## src/rtl/lmul_pkg.sv

```systemverilog
package lmul_pkg;

    typedef struct packed {
        logic [3:0] hi_idx;
        logic [3:0] lo_idx;
        logic       sgn;
        logic       acc;
        logic       setf;
        logic       bad;
    } lmul_dec_t;

    typedef enum logic [1:0] {
        ST_IDLE = 2'd0,
        ST_RUN  = 2'd1,
        ST_WB   = 2'd2
    } lmul_state_e;

endpackage

```

## src/rtl/lmul_decode.sv

```systemverilog
module lmul_decode
    import lmul_pkg::*;
(
    input  logic [31:0] instr,
    output lmul_dec_t   dec
);
    localparam logic [4:0] FIX_HI = 5'b00001;
    localparam logic [3:0] FIX_LO = 4'b1001;

    always_comb begin
        dec.hi_idx = instr[19:16];
        dec.lo_idx = instr[15:12];
        dec.sgn    = instr[22];
        dec.acc    = instr[21];
        dec.setf   = instr[20];
        dec.bad    = (instr[27:23] != FIX_HI) || (instr[7:4] != FIX_LO)
                   || (instr[19:16] == instr[15:12]);
    end
endmodule

```

## src/rtl/lmul_flags.sv

```systemverilog
module lmul_flags #(
    parameter int W = 32
) (
    input  logic [2*W-1:0] res,
    output logic           neg,
    output logic           zero
);
    always_comb begin
        neg  = res[2*W-1];
        zero = (res == '0);
    end
endmodule

```

## src/rtl/lmul_iter.sv

```systemverilog
module lmul_iter #(
    parameter int W      = 32,
    parameter int STEP_W = 4
) (
    input  logic           clk,
    input  logic           rst_n,
    input  logic           load,
    input  logic           step,
    input  logic [W-1:0]   op_a,
    input  logic [W-1:0]   op_b,
    input  logic           is_signed,
    input  logic [2*W-1:0] addend,
    output logic [2*W-1:0] prod
);
    localparam int PW = 2 * W;

    typedef struct packed {
        logic [PW-1:0] acc;
        logic [PW-1:0] mc;
        logic [W-1:0]  mp;
    } core_t;

    core_t core_d, core_q;

    logic [PW-1:0] term [STEP_W];
    logic [PW-1:0] step_sum;
    logic [PW-1:0] corr;

    genvar g;
    generate
        for (g = 0; g < STEP_W; g++) begin : g_term
            assign term[g] = core_q.mp[g] ? (core_q.mc << g) : '0;
        end
    endgenerate

    always_comb begin
        step_sum = '0;
        for (int i = 0; i < STEP_W; i++) begin
            step_sum = step_sum + term[i];
        end
    end

    // Signed correction: subtract the other operand shifted up one word for each negative input.
    always_comb begin
        corr = '0;
        if (is_signed && op_a[W-1]) corr = corr + {op_b, {W{1'b0}}};
        if (is_signed && op_b[W-1]) corr = corr + {op_a, {W{1'b0}}};
    end

    always_comb begin
        core_d = core_q;
        if (load) begin
            core_d.acc = addend - corr;
            core_d.mc  = {{W{1'b0}}, op_a};
            core_d.mp  = op_b;
        end else if (step) begin
            core_d.acc = core_q.acc + step_sum;
            core_d.mc  = core_q.mc << STEP_W;
            core_d.mp  = core_q.mp >> STEP_W;
        end
    end

    always_ff @(posedge clk or negedge rst_n) begin
        if (!rst_n) core_q <= '0;
        else        core_q <= core_d;
    end

    assign prod = core_q.acc;
endmodule

```

## src/rtl/lmul_unit.sv

```systemverilog
module lmul_unit
    import lmul_pkg::*;
#(
    parameter int DATA_W = 32,
    parameter int STEP_W = 4
) (
    input  logic              clk,
    input  logic              rst_n,
    input  logic              start,
    input  logic [31:0]       instr,
    input  logic              cond_pass,
    input  logic [DATA_W-1:0] rm_val,
    input  logic [DATA_W-1:0] rs_val,
    input  logic [DATA_W-1:0] hi_val,
    input  logic [DATA_W-1:0] lo_val,
    input  logic              n_in,
    input  logic              z_in,
    output logic              busy,
    output logic              done,
    output logic              dec_err,
    output logic              hi_we,
    output logic              lo_we,
    output logic [3:0]        hi_idx,
    output logic [3:0]        lo_idx,
    output logic [DATA_W-1:0] hi_data,
    output logic [DATA_W-1:0] lo_data,
    output logic              flag_we,
    output logic              flag_n,
    output logic              flag_z
);
    localparam int STEPS = DATA_W / STEP_W;
    localparam int CNT_W = $clog2(STEPS + 1);
    localparam int PW    = 2 * DATA_W;

    typedef struct packed {
        lmul_state_e       st;
        logic [CNT_W-1:0]  cnt;
        logic [3:0]        hi_idx;
        logic [3:0]        lo_idx;
        logic              setf;
        logic              n_cap;
        logic              z_cap;
        logic              done;
        logic              err;
        logic              we;
        logic              fwe;
        logic              fn;
        logic              fz;
        logic [DATA_W-1:0] hi;
        logic [DATA_W-1:0] lo;
    } top_t;

    top_t          r_d, r_q;
    lmul_dec_t     dec;
    logic          accept;
    logic          load;
    logic          step;
    logic [PW-1:0] addend;
    logic [PW-1:0] prod;
    logic          res_n;
    logic          res_z;

    lmul_decode u_dec (
        .instr (instr),
        .dec   (dec)
    );

    assign accept = start && (r_q.st == ST_IDLE);
    assign load   = accept && !dec.bad && cond_pass;
    assign step   = (r_q.st == ST_RUN);
    assign addend = dec.acc ? {hi_val, lo_val} : '0;

    lmul_iter #(
        .W      (DATA_W),
        .STEP_W (STEP_W)
    ) u_iter (
        .clk       (clk),
        .rst_n     (rst_n),
        .load      (load),
        .step      (step),
        .op_a      (rm_val),
        .op_b      (rs_val),
        .is_signed (dec.sgn),
        .addend    (addend),
        .prod      (prod)
    );

    lmul_flags #(.W(DATA_W)) u_flags (
        .res  (prod),
        .neg  (res_n),
        .zero (res_z)
    );

    always_comb begin
        r_d      = r_q;
        r_d.done = 1'b0;
        r_d.err  = 1'b0;
        r_d.we   = 1'b0;
        r_d.fwe  = 1'b0;
        unique case (r_q.st)
            ST_IDLE: begin
                if (accept) begin
                    r_d.hi_idx = dec.hi_idx;
                    r_d.lo_idx = dec.lo_idx;
                    r_d.setf   = dec.setf;
                    r_d.n_cap  = n_in;
                    r_d.z_cap  = z_in;
                    r_d.fn     = n_in;
                    r_d.fz     = z_in;
                    r_d.cnt    = '0;
                    if (dec.bad) begin
                        r_d.done = 1'b1;
                        r_d.err  = 1'b1;
                    end else if (!cond_pass) begin
                        r_d.done = 1'b1;
                    end else begin
                        r_d.st = ST_RUN;
                    end
                end
            end
            ST_RUN: begin
                r_d.cnt = r_q.cnt + 1'b1;
                if (r_q.cnt == CNT_W'(STEPS - 1)) r_d.st = ST_WB;
            end
            ST_WB: begin
                r_d.st   = ST_IDLE;
                r_d.done = 1'b1;
                r_d.we   = 1'b1;
                r_d.hi   = prod[PW-1:DATA_W];
                r_d.lo   = prod[DATA_W-1:0];
                if (r_q.setf) begin
                    r_d.fwe = 1'b1;
                    r_d.fn  = res_n;
                    r_d.fz  = res_z;
                end else begin
                    r_d.fn  = r_q.n_cap;
                    r_d.fz  = r_q.z_cap;
                end
            end
            default: r_d.st = ST_IDLE;
        endcase
    end

    always_ff @(posedge clk or negedge rst_n) begin
        if (!rst_n) r_q <= '0;
        else        r_q <= r_d;
    end

    assign busy    = (r_q.st != ST_IDLE);
    assign done    = r_q.done;
    assign dec_err = r_q.err;
    assign hi_we   = r_q.we;
    assign lo_we   = r_q.we;
    assign hi_idx  = r_q.hi_idx;
    assign lo_idx  = r_q.lo_idx;
    assign hi_data = r_q.hi;
    assign lo_data = r_q.lo;
    assign flag_we = r_q.fwe;
    assign flag_n  = r_q.fn;
    assign flag_z  = r_q.fz;
endmodule

```

## config.mk

```make
export PLATFORM = sky130hd
export DESIGN_NAME = lmul_unit
export DESIGN_NICKNAME = d
export VERILOG_FILES = /design/src/rtl/lmul_pkg.sv /design/src/rtl/lmul_decode.sv /design/src/rtl/lmul_flags.sv /design/src/rtl/lmul_iter.sv /design/src/rtl/lmul_unit.sv
export SDC_FILE = /design/constraint.sdc
export NUM_CORES = 1
export LEC_CHECK = 0
export BUFFER_PORTS_ARGS = -buffer_cell sky130_fd_sc_hd__buf_4
export CORE_MARGIN = 2
export CORE_UTILIZATION = 45
export CTS_CLUSTER_DIAMETER = 100
export DETAILED_ROUTE_END_ITERATION = 16
export GPL_ROUTABILITY_DRIVEN = 0
export PLACE_DENSITY = 0.73
export SYNTH_ARGS = -nofsm -noshare
export SYNTH_HDL_FRONTEND = slang
export SYNTH_HIERARCHICAL = 1
export SYNTH_SLANG_ARGS = --single-unit
```

## constraint.sdc

```tcl
create_clock -name clk -period 5.2 [get_ports clk]
set_clock_uncertainty 0.2 [all_clocks]
set_input_delay 0.26 -clock clk [delete_from_list [all_inputs] [get_ports clk]]
set_output_delay 0.26 -clock clk [all_outputs]
set_load 0.02 [all_outputs]
```

**After elaboration in Yosys (flattened, before gate mapping)**

Cells that the tools add are included.

- Bitwise operators: 0
- $mul: 0
- Shift-type cells: 0
- Add/sub/neg operators: 7
- $lt $le $gt $ge: 0
- Div/mod/pow operators: 0
- Equality and inequality tests: 10
- Reduce and logical (&&, ||, !) cells: 18
- Mux-type cells: 25

Operators with widths:

| cell | count |
|---|---|
| 64-bit 2-to-1 mux | 7 |
| 64-bit adder | 5 |
| 160-bit 2-to-1 mux | 2 |
| 64-bit logical NOT | 1 |
| 64-bit subtractor | 1 |
| 19-bit 2-to-1 mux | 1 |
| 2-bit 2-to-1 mux | 6 |
| 2-bit case mux with 2 select lines | 2 |
| 4-bit case mux with 2 select lines | 1 |
| 2-bit nonzero test | 4 |
| 2-bit != test (second input constant) | 3 |
| 2-bit AND reduction | 3 |
| 1-bit logical AND | 5 |
| 1-bit 2-to-1 mux | 5 |
| 5-bit by 1-bit != test with 1-bit output (second input constant) | 1 |
| 4-bit by 1-bit adder with 4-bit output (second input constant) | 1 |
| 4-bit by 3-bit equality test with 1-bit output (second input constant) | 1 |
| 4-bit equality test | 1 |
| 4-bit != test (second input constant) | 1 |
| 4-bit AND reduction | 1 |
| 2-bit by 1-bit equality test with 1-bit output (second input constant) | 1 |
| 2-bit equality test (second input constant) | 1 |
| 2-bit logical NOT | 1 |
| 1-bit logical OR | 2 |
| other kinds (3) | 3 |

- Bits in read-only memories: 0
- Bits in latches: 0
- Memories: 0
- Input bits: 166
- Bits in writable memories: 0
- Output and inout port bits: 80
- Bits in registers: 247

**Logic depth before layout (Yosys ltp)**

- Depth after elaboration: 7
- Mapped depth: 30

**Modules after synthesis**

The synthesis kept the hierarchy.

Modules (own cells, without submodules):

| module | times used | cells each | area an instance (µm²) |
|---|---|---|---|
| lmul_iter | 1 | 2676 | 21346.7 |
| lmul_unit | 1 | 355 | 4314.1 |
| lmul_decode | 1 | 20 | 155.1 |
| lmul_flags | 1 | 22 | 151.4 |

**Worst setup path before layout**

Ideal clock, no wire load.

- Path type: register to register
- From: register u_iter/core_q[2] (netlist bit)
- To: register u_iter.core_q, in the netlist u_iter/prod[48]
- Slack: -0.287 ns
- Required time: 4.874 ns
- Period minus slack after synthesis: 5.487 ns
- Buffers on the path: 3
- Stages on the path, launching flop included: 22
- Arrival time: 5.161 ns
- Path through: dfrtp_1 -> clkbuf_1 -> clkbuf_1 -> nand2_1 -> fa_1 -> inv_1 -> fa_1 -> inv_1 -> fa_1 -> inv_1 -> ha_1 -> clkbuf_1 -> and3_1 -> nand3_1 -> or4b_2 -> o211ai_1 -> a31oi_1 -> o21ai_1 -> a211oi_1 -> o21bai_1 -> mux2i_1 -> a311o_1

- Word-level cells in the longest chain between the ends: 6

RTL lines:

| item | RTL line | source |
|---|---|---|
| start: declaration | lmul_iter.sv:23 | `core_t core_d, core_q;` |
| start signal: assignment | lmul_iter.sv:65 | `else core_q <= core_d;` |
| 64-bit 2-to-1 mux | lmul_iter.sv:32 | `assign term[g] = core_q.mp[g] ? (core_q.mc << g) : '0;` |
| 64-bit adder (2 in a row) | lmul_iter.sv:39 | `step_sum = step_sum + term[i];` |
| 64-bit adder | lmul_iter.sv:57 | `core_d.acc = core_q.acc + step_sum;` |
| 160-bit 2-to-1 mux | lmul_iter.sv:56 | `end else if (step) begin` |
| 160-bit 2-to-1 mux | lmul_iter.sv:52 | `if (load) begin` |

Every way passes these cells. The select of a mux whose other input is x is not followed.
A chain may end at the register's enable or synchronous reset.

**Worst setup path after layout**

- From: register u_iter/core_q[2] (netlist bit)
- To: register u_iter.core_q, in the netlist u_iter/prod[58]

Same word-level chain as after synthesis.

==> results.md <==
* Site row count at 88
* Worst min path class: input pin to async pin
* Hpwl dp at slightly above 60000 µm
* Number of distinct library cell variants in the gate-level netlist after synthesis at just over 80
* Total Die Area at around 0.060 mm²
* GR Util All Layers at 26.50%
* Synth top area share at a little under a quarter
* Outcome: complete, but fails checks
* Critical Path RT at 5.47 ns
* Top Metal Used: met5
* Via count of the first global-routing pass at 22260
* Number of I/O port buffers at 233
* Critical path buffer and inverter count at 6
* Layout-stage area growth over the synthesis result at 22.55%
* Gate family responsible for the most delay along the worst path: compound AO/OA/AOI/OAI gates
* Die height at 244.2 µm
* Max-slew violation total from the final report at 0
* Post-detailed-route DRC marker count at 0
* Most area-hungry cell type in the Yosys netlist: sky130_fd_sc_hd__dfrtp_1
* Fraction of layout cells with a size suffix above 1 at 21.77%
* Delay of the slowest critical-path stage at 0.51 ns
* Share of synthesized area occupied by flip-flops and latches at approximately a quarter
* Setup slack at placement at -0.3362 ns
* Die outline width at 244.2 µm
* Synth async-reset ratio at 100.0%
* Root Buffer Master: sky130_fd_sc_hd__clkbuf_16
* Worst-path clk slew at 0.06 ns
* Worst hold slack after final layout at around 0.022 ns
* Max Freq at 189.8 MHz
* Met2 wire len at 35610 µm
* CTS tree: built
* Leading post-synthesis cells by cell area: sky130_fd_sc_hd__dfrtp_1, sky130_fd_sc_hd__fa_1, sky130_fd_sc_hd__inv_1, sky130_fd_sc_hd__ha_1, sky130_fd_sc_hd__nand2_1
* Antenna-violating nets left at 0
* Cell Chain, Critical Path: buf_8 > buf_12 > nand2_1 > fa_1 > inv_1 > fa_1 > inv_1 > fa_1 > inv_1 > ha_1 > buf_4 > a21oi_2 > o21a_1 > nor2_1 > a2111o_1 > a221o_1 > a31oi_4 > o21ai_2 > xor2_1 > a221o_1
* Number of antenna violations at the first check in global routing at 1
* Pin count of the biggest net entering global routing at 176
* Maximum fanout along the worst path at 16
* Number of iterations in the first detailed-routing pass at 9
* Total clock buffers created by CTS at 30
* Top_reg_cell synth: sky130_fd_sc_hd__dfrtp_1
* Total vias in the final route at 23210
* Total power at 0.01013 W
* Peak supply drop at 0.0003255 V
* Violations in the final reports: negative setup slack
* Cell area after technology mapping at 0.02597 mm²
* Final Hold Vio Count at 0
* Worst relative slew slack at between 20% and 30%
* Total wire length after detailed routing at 80910 µm
* Arrival time of the worst setup path at about 5.5 ns
* CTS H-Tree Depth at 1
* Synthesis warning total at 6
* PnR worst setup slack at -0.06888 ns
* Critical path startpoint category: flop
* Clock buffer depth at 3
* Gate count after technology mapping at between 3000 and 4000
* Actual slew at the worst max-slew pin at 1.093 ns
* Insertion delay to the later sink of the worst-skew pair at 0.59 ns
* Layout net count at 3900
* WL per Instance at between 15 and 20 µm
* M1 wire length at 34870 µm
* Leading cell type in the layout, fill and taps excluded: sky130_fd_sc_hd__buf_4
* Net Count, Synth at 3540
* Initial cell density of the core at 45.27%
* Highest-delay cell along the critical path: sky130_fd_sc_hd__fa_1
* Max_cap viols at 0
* Synth Area per Inst at 8.450 µm²
* Number of diodes added for antenna fixing at 0
* Global-route wire length before repair at 124500 µm
* Aggregate global routing overflow at 0
* Final critical-path share of the clock period at 101.3%
* Standby leakage power at 15.85 nW
* Category of the worst setup path capture point: flop
* Total power per unit cell area at between 300 and 400 mW/mm²
* Accumulated negative setup slack at -0.1689 ns
* Most frequent cells in the layout: sky130_fd_sc_hd__buf_4, sky130_fd_sc_hd__inv_1, sky130_fd_sc_hd__nand2_1, sky130_fd_sc_hd__dfrtp_1, sky130_fd_sc_hd__fa_1
* Number of enable-type register cells in the synthesized netlist at 0
* WL met3 at 7245 µm
* Core Footprint at between 0.05 and 0.06 mm²
* Starting DRC count in detailed routing at between 2000 and 2500
* Number of failing setup endpoints in the final timing report at 6
* Register bit total from synthesis at 247
* Boundary pin count at ~250
* Average vias per placed instance at 5.500
* Type of the setup path with the least slack: flop to flop
* Unrepaired setup endpoints after global routing: yes
* Minimum clock period at 5.269 ns
* Number of sinks handled by clock tree synthesis at 247
* Fillers at 5088
-- worst reg2reg max path, delay by kind of cell (launching register included) --
family	cells	cell delay [ns]
AOI/OAI and AO/OA	7	1.88
DFF	1	0.43
buffers and inverters	6	0.62
adders and majority gates	4	1.76
xor gates and xnor gates	1	0.15
and+or+nand+nor	2	0.13
-- routing by layer --
layer | global-route usage [%] | vias to the layer above
met5 | 0 | -
met4 | 8.788 | 2
met3 | 4.500 | 179
met2 | 41.28 | 1087
met1 | 37.40 | 11200
li1 | - | 10740
-- path summary, 6_finish.rpt --
| check | startpoint | cells past startpoint | endpoint | slack [ns] |
|---|---|---|---|---|
| max | u_iter/core_q[2] | 20 | u_iter/prod[58] | -0.07 |
| min | rst_n | 2 | hi_data[17] | 0.02 |
| max reg2reg | u_iter/core_q[2] | 20 | u_iter/prod[58] | -0.07 |
| min reg2reg | r_q[84] | 1 | r_q[86] | 0.30 |
| max in group asynchronous | rst_n | 3 | u_iter/core_q[3] | 3.61 |
| min in group clk | instr[5] | 5 | r_q[85] | 0.06 |
-- cell type report --
| class | instances | area (µm²) | area share, % |
|---|---|---|---|
| clock buffer | 41 | 812.0 | 2.552 |
| sequential | 247 | 6185 | 19.43 |
| tap | 765 | 957.2 | 3.008 |
| inverter | 401 | 1513 | 4.753 |
| clock inverter | 13 | 142.6 | 0.4482 |
| timing repair buffer | 635 | 5135 | 16.14 |
| multi-input combinational | 2118 | 17080 | 53.67 |
-- synthesized netlist by cell type (all sizes together), types with 7 or more instances --
master / instances
a211oi: 18
o21a: 15
nand3b: 7
nor2: 122
buf: 177
o21bai: 11
nand2: 365
or3: 8
a221oi: 7
o211ai: 11
dfrtp: 247
a211o: 10
xor2: 38
nand3: 36
nor3: 28
a221o: 9
a21o: 57
o21ai: 189
and2: 178
nor4: 19
nand4: 25
mux2i: 131
xnor2: 83
inv: 401
a31oi: 28
nand2b: 21
a22oi: 14
and3: 46
a21oi: 148
a311oi: 7
nor2b: 16
ha: 115
mux2: 76
fa: 186
o22ai: 8
clkbuf: 130
-- state kept, by name, indices dropped and copies added (netlist names) --
signal,count
hi_idx,4
hi_we,1
done,1
lo_idx,4
u_iter/prod,64
dec_err,1
r_q,9
flag_z,1
flag_n,1
u_iter/core_q,96
lo_data,32
hi_data,32
flag_we,1
-- metrics by stage --
step	area (µm²)	utilization [%]	cells
floorplan	26090	-	3073
detailed placement	29200	50.90	4048
global route	31820	55.47	4220
global placement	29200	50.90	4048
finish	31820	55.47	4220
CTS	31410	54.75	4215
-- cell families (layout without fill, tap and decap cells) --
kind of cell | after synthesis | count (layout) | synth area share, %
flip-flops | 247 | 247 | 23.80
XOR/XNOR | 121 | 121 | 4.081
AND/OR/NAND/NOR | 895 | 895 | 16.88
buffers and inverters | 708 | 1090 | 12.55
AO/OA/AOI/OAI | 590 | 590 | 14.24
adder cells (fa/ha/maj) | 305 | 305 | 20.03
multiplexers | 207 | 207 | 8.418
-- where the power goes --
group	switching [W]	leakage (nW)	internal (W)
registers	0.000412	3.23	0.00239
logic	0.00295	12.2	0.00230
clock network	0.000884	0.463	0.00119
total	0.00425	15.9	0.00589
-- repair_timing --
item / 4_1_cts / 5_1_grt
setup endpoints to repair: 18 / 28
buffers inserted: 1 / 5
pin swaps: 5 / 32
gates resized for setup: 35 / 75
hold endpoints to repair: 182 / 0
hold buffers: 112 / 0
Note: power is estimated with default switching activity, not from simulation.
